`src/rtl/cosirq_pkg.sv`:
```
// Package: register offsets and control field positions shared by the
// change-of-state detector modules.
package cosirq_pkg;
    localparam int              REG_AW       = 4;
    localparam logic [REG_AW-1:0] OFS_CTRL   = 4'h0;
    localparam logic [REG_AW-1:0] OFS_HIMASK = 4'h4;
    localparam logic [REG_AW-1:0] OFS_LOMASK = 4'h8;
    localparam logic [REG_AW-1:0] OFS_STAT   = 4'hC;
    localparam int              CTRL_EN_BIT  = 2;
    localparam int              CTRL_AND_BIT = 1;
endpackage

```
`src/rtl/cos_sync_bank.sv`:
```
// Module: cos_sync_bank
// Brings each asynchronous channel into the clock domain through two flops.
// It keeps one further history flop so that edges can be seen.
// Assumes: inputs are static single-bit levels; no cross-channel skew matters.
module cos_sync_bank #(
    parameter int NCH = 16
) (
    input  logic           clk,
    input  logic           rst_n,
    input  logic [NCH-1:0] raw_in,
    output logic [NCH-1:0] lvl,
    output logic [NCH-1:0] rise,
    output logic [NCH-1:0] fall
);
    genvar g;
    generate
        for (g = 0; g < NCH; g++) begin : g_ch
            logic meta_q, sync_q, prev_q;
            // Two-stage synchroniser plus one history stage per channel
            always_ff @(posedge clk) begin
                if (!rst_n) begin
                    meta_q <= 1'b0;
                    sync_q <= 1'b0;
                    prev_q <= 1'b0;
                end else begin
                    meta_q <= raw_in[g];
                    sync_q <= meta_q;
                    prev_q <= sync_q;
                end
            end
            assign lvl[g]  = sync_q;
            assign rise[g] = sync_q & ~prev_q;
            assign fall[g] = ~sync_q & prev_q;
        end
    endgenerate
endmodule

```
`src/rtl/cos_match.sv`:
```
// Module: cos_match
// Combines the synchronised channels with the two masks into one trigger
// condition, and lists the channels that take part in it.
// Assumes: lvl/rise/fall come from the same synchroniser sample.
module cos_match #(
    parameter int NCH = 16
) (
    input  logic           mode_and,
    input  logic [NCH-1:0] hi_mask,
    input  logic [NCH-1:0] lo_mask,
    input  logic [NCH-1:0] lvl,
    input  logic [NCH-1:0] rise,
    input  logic [NCH-1:0] fall,
    output logic           cond,
    output logic [NCH-1:0] hits
);
    logic [NCH-1:0] selected;
    logic [NCH-1:0] level_ok;

    // Per-channel level agreement; unselected channels always agree
    always_comb begin
        selected = hi_mask | lo_mask;
        level_ok = (~hi_mask | lvl) & (~lo_mask | ~lvl);
    end

    // Mode-dependent combining of the per-channel results
    always_comb begin
        if (mode_and) begin
            cond = (|selected) && (&level_ok);
            hits = cond ? selected : '0;
        end else begin
            hits = (rise & hi_mask) | (fall & lo_mask);
            cond = |hits;
        end
    end
endmodule

```
`src/rtl/cos_irq_latch.sv`:
```
// Module: cos_irq_latch
// Holds the sticky interrupt, the status record and the AND-mode re-arm flag.
// Assumes: rd_clr is a one-cycle pulse per status read.
module cos_irq_latch #(
    parameter int NCH = 16
) (
    input  logic           clk,
    input  logic           rst_n,
    input  logic           en,
    input  logic           mode_and,
    input  logic           cond,
    input  logic [NCH-1:0] hits,
    input  logic           rd_clr,
    output logic           irq,
    output logic [NCH-1:0] stat
);
    logic armed_q;
    logic fire;

    // A firing needs enable, a condition, and (in AND mode) a released detector
    always_comb fire = en && cond && (!mode_and || armed_q);

    // Sticky request and status record with clear-on-read
    always_ff @(posedge clk) begin
        if (!rst_n) begin
            irq  <= 1'b0;
            stat <= '0;
        end else if (fire) begin
            irq  <= 1'b1;
            stat <= rd_clr ? hits : (stat | hits);
        end else if (rd_clr) begin
            irq  <= 1'b0;
            stat <= '0;
        end
    end

    // Re-arm flag: dropped by an AND firing, restored once the condition falls
    always_ff @(posedge clk) begin
        if (!rst_n)
            armed_q <= 1'b1;
        else if (fire && mode_and)
            armed_q <= 1'b0;
        else if (!cond)
            armed_q <= 1'b1;
    end

    AST_IRQ_STICKY: assert property (@(posedge clk) disable iff (!rst_n)
        (irq && !rd_clr) |=> irq);
    AST_READ_CLEARS: assert property (@(posedge clk) disable iff (!rst_n)
        (rd_clr && !cond) |=> (!irq && stat == '0));
    AST_IRQ_HAS_CAUSE: assert property (@(posedge clk) disable iff (!rst_n)
        irq |-> (stat != '0));
    AST_IDLE_NO_CAUSE: assert property (@(posedge clk) disable iff (!rst_n)
        !irq |-> (stat == '0));
    AST_GATED_OFF: assert property (@(posedge clk) disable iff (!rst_n)
        !en |=> !$rose(irq));
    AST_AND_HOLDOFF: assert property (@(posedge clk) disable iff (!rst_n)
        (mode_and && !armed_q) |=> !$rose(irq));
endmodule

```
`src/rtl/cos_irq_detector.sv`:
```
// Module: cos_irq_detector (top)
// Register bank plus the synchroniser, matcher and latch of a change-of-state
// interrupt detector over NCH input channels.
// Assumes: single-cycle bus accesses; read data is taken while bus_sel is high.
module cos_irq_detector
    import cosirq_pkg::*;
#(
    parameter int NCH = 16,
    parameter int DW  = 32
) (
    input  logic              clk,
    input  logic              rst_n,
    input  logic              bus_sel,
    input  logic              bus_we,
    input  logic [REG_AW-1:0] bus_addr,
    input  logic [DW-1:0]     bus_wdata,
    output logic [DW-1:0]     bus_rdata,
    input  logic [NCH-1:0]    chan_in,
    output logic              irq
);
    logic           ctrl_en_q, ctrl_and_q;
    logic [NCH-1:0] hi_mask_q, lo_mask_q;
    logic [NCH-1:0] lvl, rise, fall, hits, stat;
    logic           cond, wr_en, rd_stat;
    logic           unused_wdata;

    assign unused_wdata = ^bus_wdata[DW-1:NCH];

    // Decode of bus strobes
    always_comb begin
        wr_en   = bus_sel && bus_we;
        rd_stat = bus_sel && !bus_we && (bus_addr == OFS_STAT);
    end

    // Control and mask registers written from the bus
    always_ff @(posedge clk) begin
        if (!rst_n) begin
            ctrl_en_q  <= 1'b0;
            ctrl_and_q <= 1'b0;
            hi_mask_q  <= '0;
            lo_mask_q  <= '0;
        end else if (wr_en) begin
            case (bus_addr)
                OFS_CTRL: begin
                    ctrl_en_q  <= bus_wdata[CTRL_EN_BIT];
                    ctrl_and_q <= bus_wdata[CTRL_AND_BIT];
                end
                OFS_HIMASK: hi_mask_q <= bus_wdata[NCH-1:0];
                OFS_LOMASK: lo_mask_q <= bus_wdata[NCH-1:0];
                default: ;
            endcase
        end
    end

    // Read multiplexer, zero when no read is in progress
    always_comb begin
        bus_rdata = '0;
        if (bus_sel && !bus_we) begin
            case (bus_addr)
                OFS_CTRL: begin
                    bus_rdata[CTRL_EN_BIT]  = ctrl_en_q;
                    bus_rdata[CTRL_AND_BIT] = ctrl_and_q;
                end
                OFS_HIMASK: bus_rdata[NCH-1:0] = hi_mask_q;
                OFS_LOMASK: bus_rdata[NCH-1:0] = lo_mask_q;
                OFS_STAT:   bus_rdata[NCH-1:0] = stat;
                default: ;
            endcase
        end
    end

    cos_sync_bank #(.NCH(NCH)) u_sync (
        .clk(clk), .rst_n(rst_n), .raw_in(chan_in),
        .lvl(lvl), .rise(rise), .fall(fall)
    );

    cos_match #(.NCH(NCH)) u_match (
        .mode_and(ctrl_and_q), .hi_mask(hi_mask_q), .lo_mask(lo_mask_q),
        .lvl(lvl), .rise(rise), .fall(fall), .cond(cond), .hits(hits)
    );

    cos_irq_latch #(.NCH(NCH)) u_latch (
        .clk(clk), .rst_n(rst_n), .en(ctrl_en_q), .mode_and(ctrl_and_q),
        .cond(cond), .hits(hits), .rd_clr(rd_stat), .irq(irq), .stat(stat)
    );

    AST_STAT_IN_MASK: assert property (@(posedge clk) disable iff (!rst_n)
        $rose(irq) |-> ((stat & ~$past(hi_mask_q | lo_mask_q)) == '0));
    AST_AND_STAT_UNION: assert property (@(posedge clk) disable iff (!rst_n)
        ($rose(irq) && $past(ctrl_and_q)) |-> (stat == $past(hi_mask_q | lo_mask_q)));
    AST_AND_BOTH_MASKS: assert property (@(posedge clk) disable iff (!rst_n)
        (ctrl_and_q && ((hi_mask_q & lo_mask_q) != '0)) |=> !$rose(irq));
endmodule

```
`config.mk`:
```
export PLATFORM = sky130hd
export DESIGN_NAME = cos_irq_detector
export DESIGN_NICKNAME = d
export VERILOG_FILES = /design/src/rtl/cosirq_pkg.sv /design/src/rtl/cos_sync_bank.sv /design/src/rtl/cos_match.sv /design/src/rtl/cos_irq_latch.sv /design/src/rtl/cos_irq_detector.sv
export SDC_FILE = /design/constraint.sdc
export NUM_CORES = 1
export LEC_CHECK = 0
export BUFFER_PORTS_ARGS = -buffer_cell sky130_fd_sc_hd__buf_2
export CORE_MARGIN = 2
export CORE_UTILIZATION = 56
export CTS_CLUSTER_SIZE = 14
export DETAILED_ROUTE_END_ITERATION = 8
export PLACE_DENSITY = 0.8
export RECOVER_POWER = 100
export SLEW_MARGIN = 20
export SYNTH_ARGS = -nofsm -noshare
export SYNTH_HDL_FRONTEND = slang
export SYNTH_HIERARCHICAL = 1
export SYNTH_SLANG_ARGS = --single-unit
```
`constraint.sdc`:
```
create_clock -name clk -period 2.6 [get_ports clk]
set_input_delay 0 -clock clk [delete_from_list [all_inputs] [get_ports clk]]
set_output_delay 0 -clock clk [all_outputs]
set_load 0.1 [all_outputs]
```
==> results.ini <==
[power]
p_int_mw = 2.12
clkPwrFrac_pct = 34.9
seq_power_share_pct = 54.3
ir_worst_vdd_v = 0.000307
power.density_nw_per_um2 = 503
pwr-share-comb_pct = 10.8
p_sw_share_pct = 27.4
p_sw_mw = 0.801
leakagePower_nw = 2.53

[clock_network]
clock_path_buffers = 2
post_cts_buffers = 0
cts-resized-gates = 0
htreeDepth = 3
clock_sinks = 100
tritoncts = done
cts_buffers = 9
clk_latency_ps = 380
clk_pin_slew_worst_paths_ps = 100
cts-root-buf = clkbuf_8

[detailed_routing]
drt_iter0_drc = 393
wire_per_inst_um = 17.6
drcViolationCount = 0
antenna_left = 0
drt-total-wl_um = 12700
dr.pass1.iters = 5
vias = 4391
viasPerCell = 6.05

[grt]
grt_pass1_vias = 4099
antenna_found_initial = 0
track_usage_pct = 25.4
grt_max_degree = 102
overflow = 0
grt_pass1_wl_um = 20100

[logic_synthesis]
synth_cell_types = 43
syn_inst = 549
syn_avg_cell_area_um2 = 9.38
syn-cell-area_um2 = 5150
ys_ff_latch = 100
yosys_warnings = 6
synth_edf_count = 0
ys.flop_type = dfxtp_1
synthArstFlopShare_pct = 0
ys_seq_area_share_pct = 38.9

[timing]
finalHoldViolCount = 0
worst_pin_slew_ps = 1660
rsz0062_at_grt = false
report.final.slew_viol_count = 103
setup_tns_ps = 0
clock_skew_ps = 15.7
setup_viol = 0
finalWorstSetupSlack_ps = 29.2
fmax_ghz = 0.389
period_share_pct = 98.9
fin_crit_ps = 2570
slew_headroom_pct = -10.6

[final_layout]
syn_to_final_growth_pct = 13.0
fillCellCount = 752
seqCellArea_um2 = 2000
drive_gt1_share_pct = 17.3
num_antenna_cells = 0
finalNetCount = 669
stdcell_area_um2 = 5820
fin_util_pct = 66.0
multi_input_area_um2 = 2750

[worst_setup_path]
crit_path_end_kind = flip-flop
crit_type = reg -> reg
cp.arrival_ps = 2850
cp-start-kind = flip-flop
worstPathMaxFanout = 14
cp_data_required_time_ps = 2880

[place]
dp_hpwl_um = 8730
port_buffers = 56
gp_congestion = 0.880
place_area_um2 = 5290
dp_slack_ps = 193

[run_status]
violations = max-capacitance violations, max-slew violations
status = complete, but fails checks

[floorplanning]
coreArea_um2 = 8810
die_h_um = 99.9
ioPinCount = 89
start_util_pct = 58.5
die_w_um = 99.9
placementRows = 34
die_area_um2 = 9980

[run]
maxCapViolCount = 1

[worst_hold_path]
hp-class = in -> reg

## registers in the layout (all words and copies together) (netlist names)
name / count
u_latch/armed_q: 1
u_sync/g_ch.sync_q: 16
u_latch/stat: 16
u_sync/g_ch.prev_q: 16
hi_mask_q: 16
u_sync/g_ch.meta_q: 16
ctrl_and_q: 1
lo_mask_q: 16
ctrl_en_q: 1
u_latch/irq: 1
## cells in the mapped netlist, types with 2 or more instances
cell type | number | area share, %
clkbuf_2 | 3 | 0.29
buf_6 | 9 | 2.0
a41oi_2 | 2 | 0.63
a221oi_1 | 2 | 0.34
dfxtp_1 | 100 | 39
mux2i_1 | 52 | 10
nor4_1 | 9 | 1.1
clkbuf_1 | 15 | 1.1
nand4_1 | 23 | 2.8
nand3_1 | 20 | 1.9
nand4_4 | 2 | 0.83
buf_2 | 8 | 0.78
and3b_1 | 14 | 2.4
and2_1 | 48 | 5.8
a21oi_1 | 2 | 0.19
nor2_1 | 18 | 1.3
buf_4 | 33 | 4.8
a22oi_1 | 19 | 2.8
or4_1 | 2 | 0.29
a22o_1 | 12 | 2.0
mux2_2 | 10 | 2.2
nand2_1 | 54 | 3.9
nand3b_1 | 15 | 2.2
a41oi_1 | 13 | 2.2
o2111a_2 | 2 | 0.49
nor2b_1 | 35 | 4.3
a22o_2 | 6 | 1.2
a222oi_1 | 6 | 1.2
## power by group through the flow
stage,logic [mW],clock network [mW],registers [mW]
2_1_floorplan,0.257,0,1.61
3_3_place_gp,0.268,0,1.62
3_5_place_dp,0.273,0,1.62
4_1_cts,0.311,1.04,1.59
5_1_grt,0.337,1.09,1.59
6_report,0.316,1.02,1.59
## cells by family after synthesis
| logic type | count (synthesis) | synth area share, % |
|---|---|---|
| mux | 62 | 12.3 |
| other cells | 1 | 0.0728 |
| buf+inv | 70 | 9.09 |
| compound gates | 68 | 11.5 |
| flops | 100 | 38.9 |
| simple gates | 248 | 28.1 |
## critical path: stages (launching register included)
cell	delay, ps
dfxtp_1	430
nor4_1	420
nand4_1	210
o2111a_2	430
nand3_1	130
o21ai_0	280
o2111a_1	340
a22o_1	240
## cell usage in the layout, fill, tap and decap left out, types with 13 or more instances in the layout
cell / instances
buf_2: 39
nand4_1: 23
a22oi_1: 19
buf_4: 17
nor2_1: 18
nand3_1: 20
dfxtp_1: 100
and3b_1: 14
nand2_1: 54
nor2b_1: 34
mux2i_1: 52
a41oi_1: 13
conb_1: 16
dlygate4sd3_1: 32
and2_1: 37
nand3b_1: 15
## metal layers
layer | part of all wire (%) | wire [um] | vias to the layer above | track usage (%)
met2 | 48 | 6140 | 199 | 42.6
met5 | 0 | 0 | - | 0
met1 | 42 | 5370 | 2095 | 32.0
met4 | 2.4 | 301 | 0 | 11.4
met3 | 7.3 | 927 | 28 | 4.53
li1 | - | - | 2069 | -
## metrics by stage
stage	hold WS (ps)	power, mW	cells
2_1_floorplan	86.2	1.87	564
3_3_place_gp	209	1.89	677
3_5_place_dp	210	1.90	677
4_1_cts	46.5	2.94	725
5_1_grt	72.8	3.02	726
6_report	55.6	2.93	726
## worst paths after layout
path | slack [ps] | cells after the start | end | start
worst max-delay path | 30 | 7 | u_latch/stat[11] | lo_mask_q[7]
worst min-delay path | 60 | 3 | ctrl_and_q | bus_sel
worst max register to register | 30 | 7 | u_latch/stat[11] | lo_mask_q[7]
worst min register to register | 440 | 1 | u_sync/g_ch[3].sync_q | u_sync/g_ch[3].meta_q
## what timing repair did
action / 4_1_cts / 5_1_grt
setup endpoints to repair: 0 / 5
hold buffers: 32 / 0
endpoints found under the hold margin: 50 / 0
## area by class of cell
type	instances	area share, %
inverters	1	0.0645
well taps	108	2.32
multi-input cells	395	47.3
clock buffers	9	2.13
flip-flops and latches	100	34.4
repair buffers	106	12.4
clock inverters	7	1.38
Power figures use the tool's default switching activity.
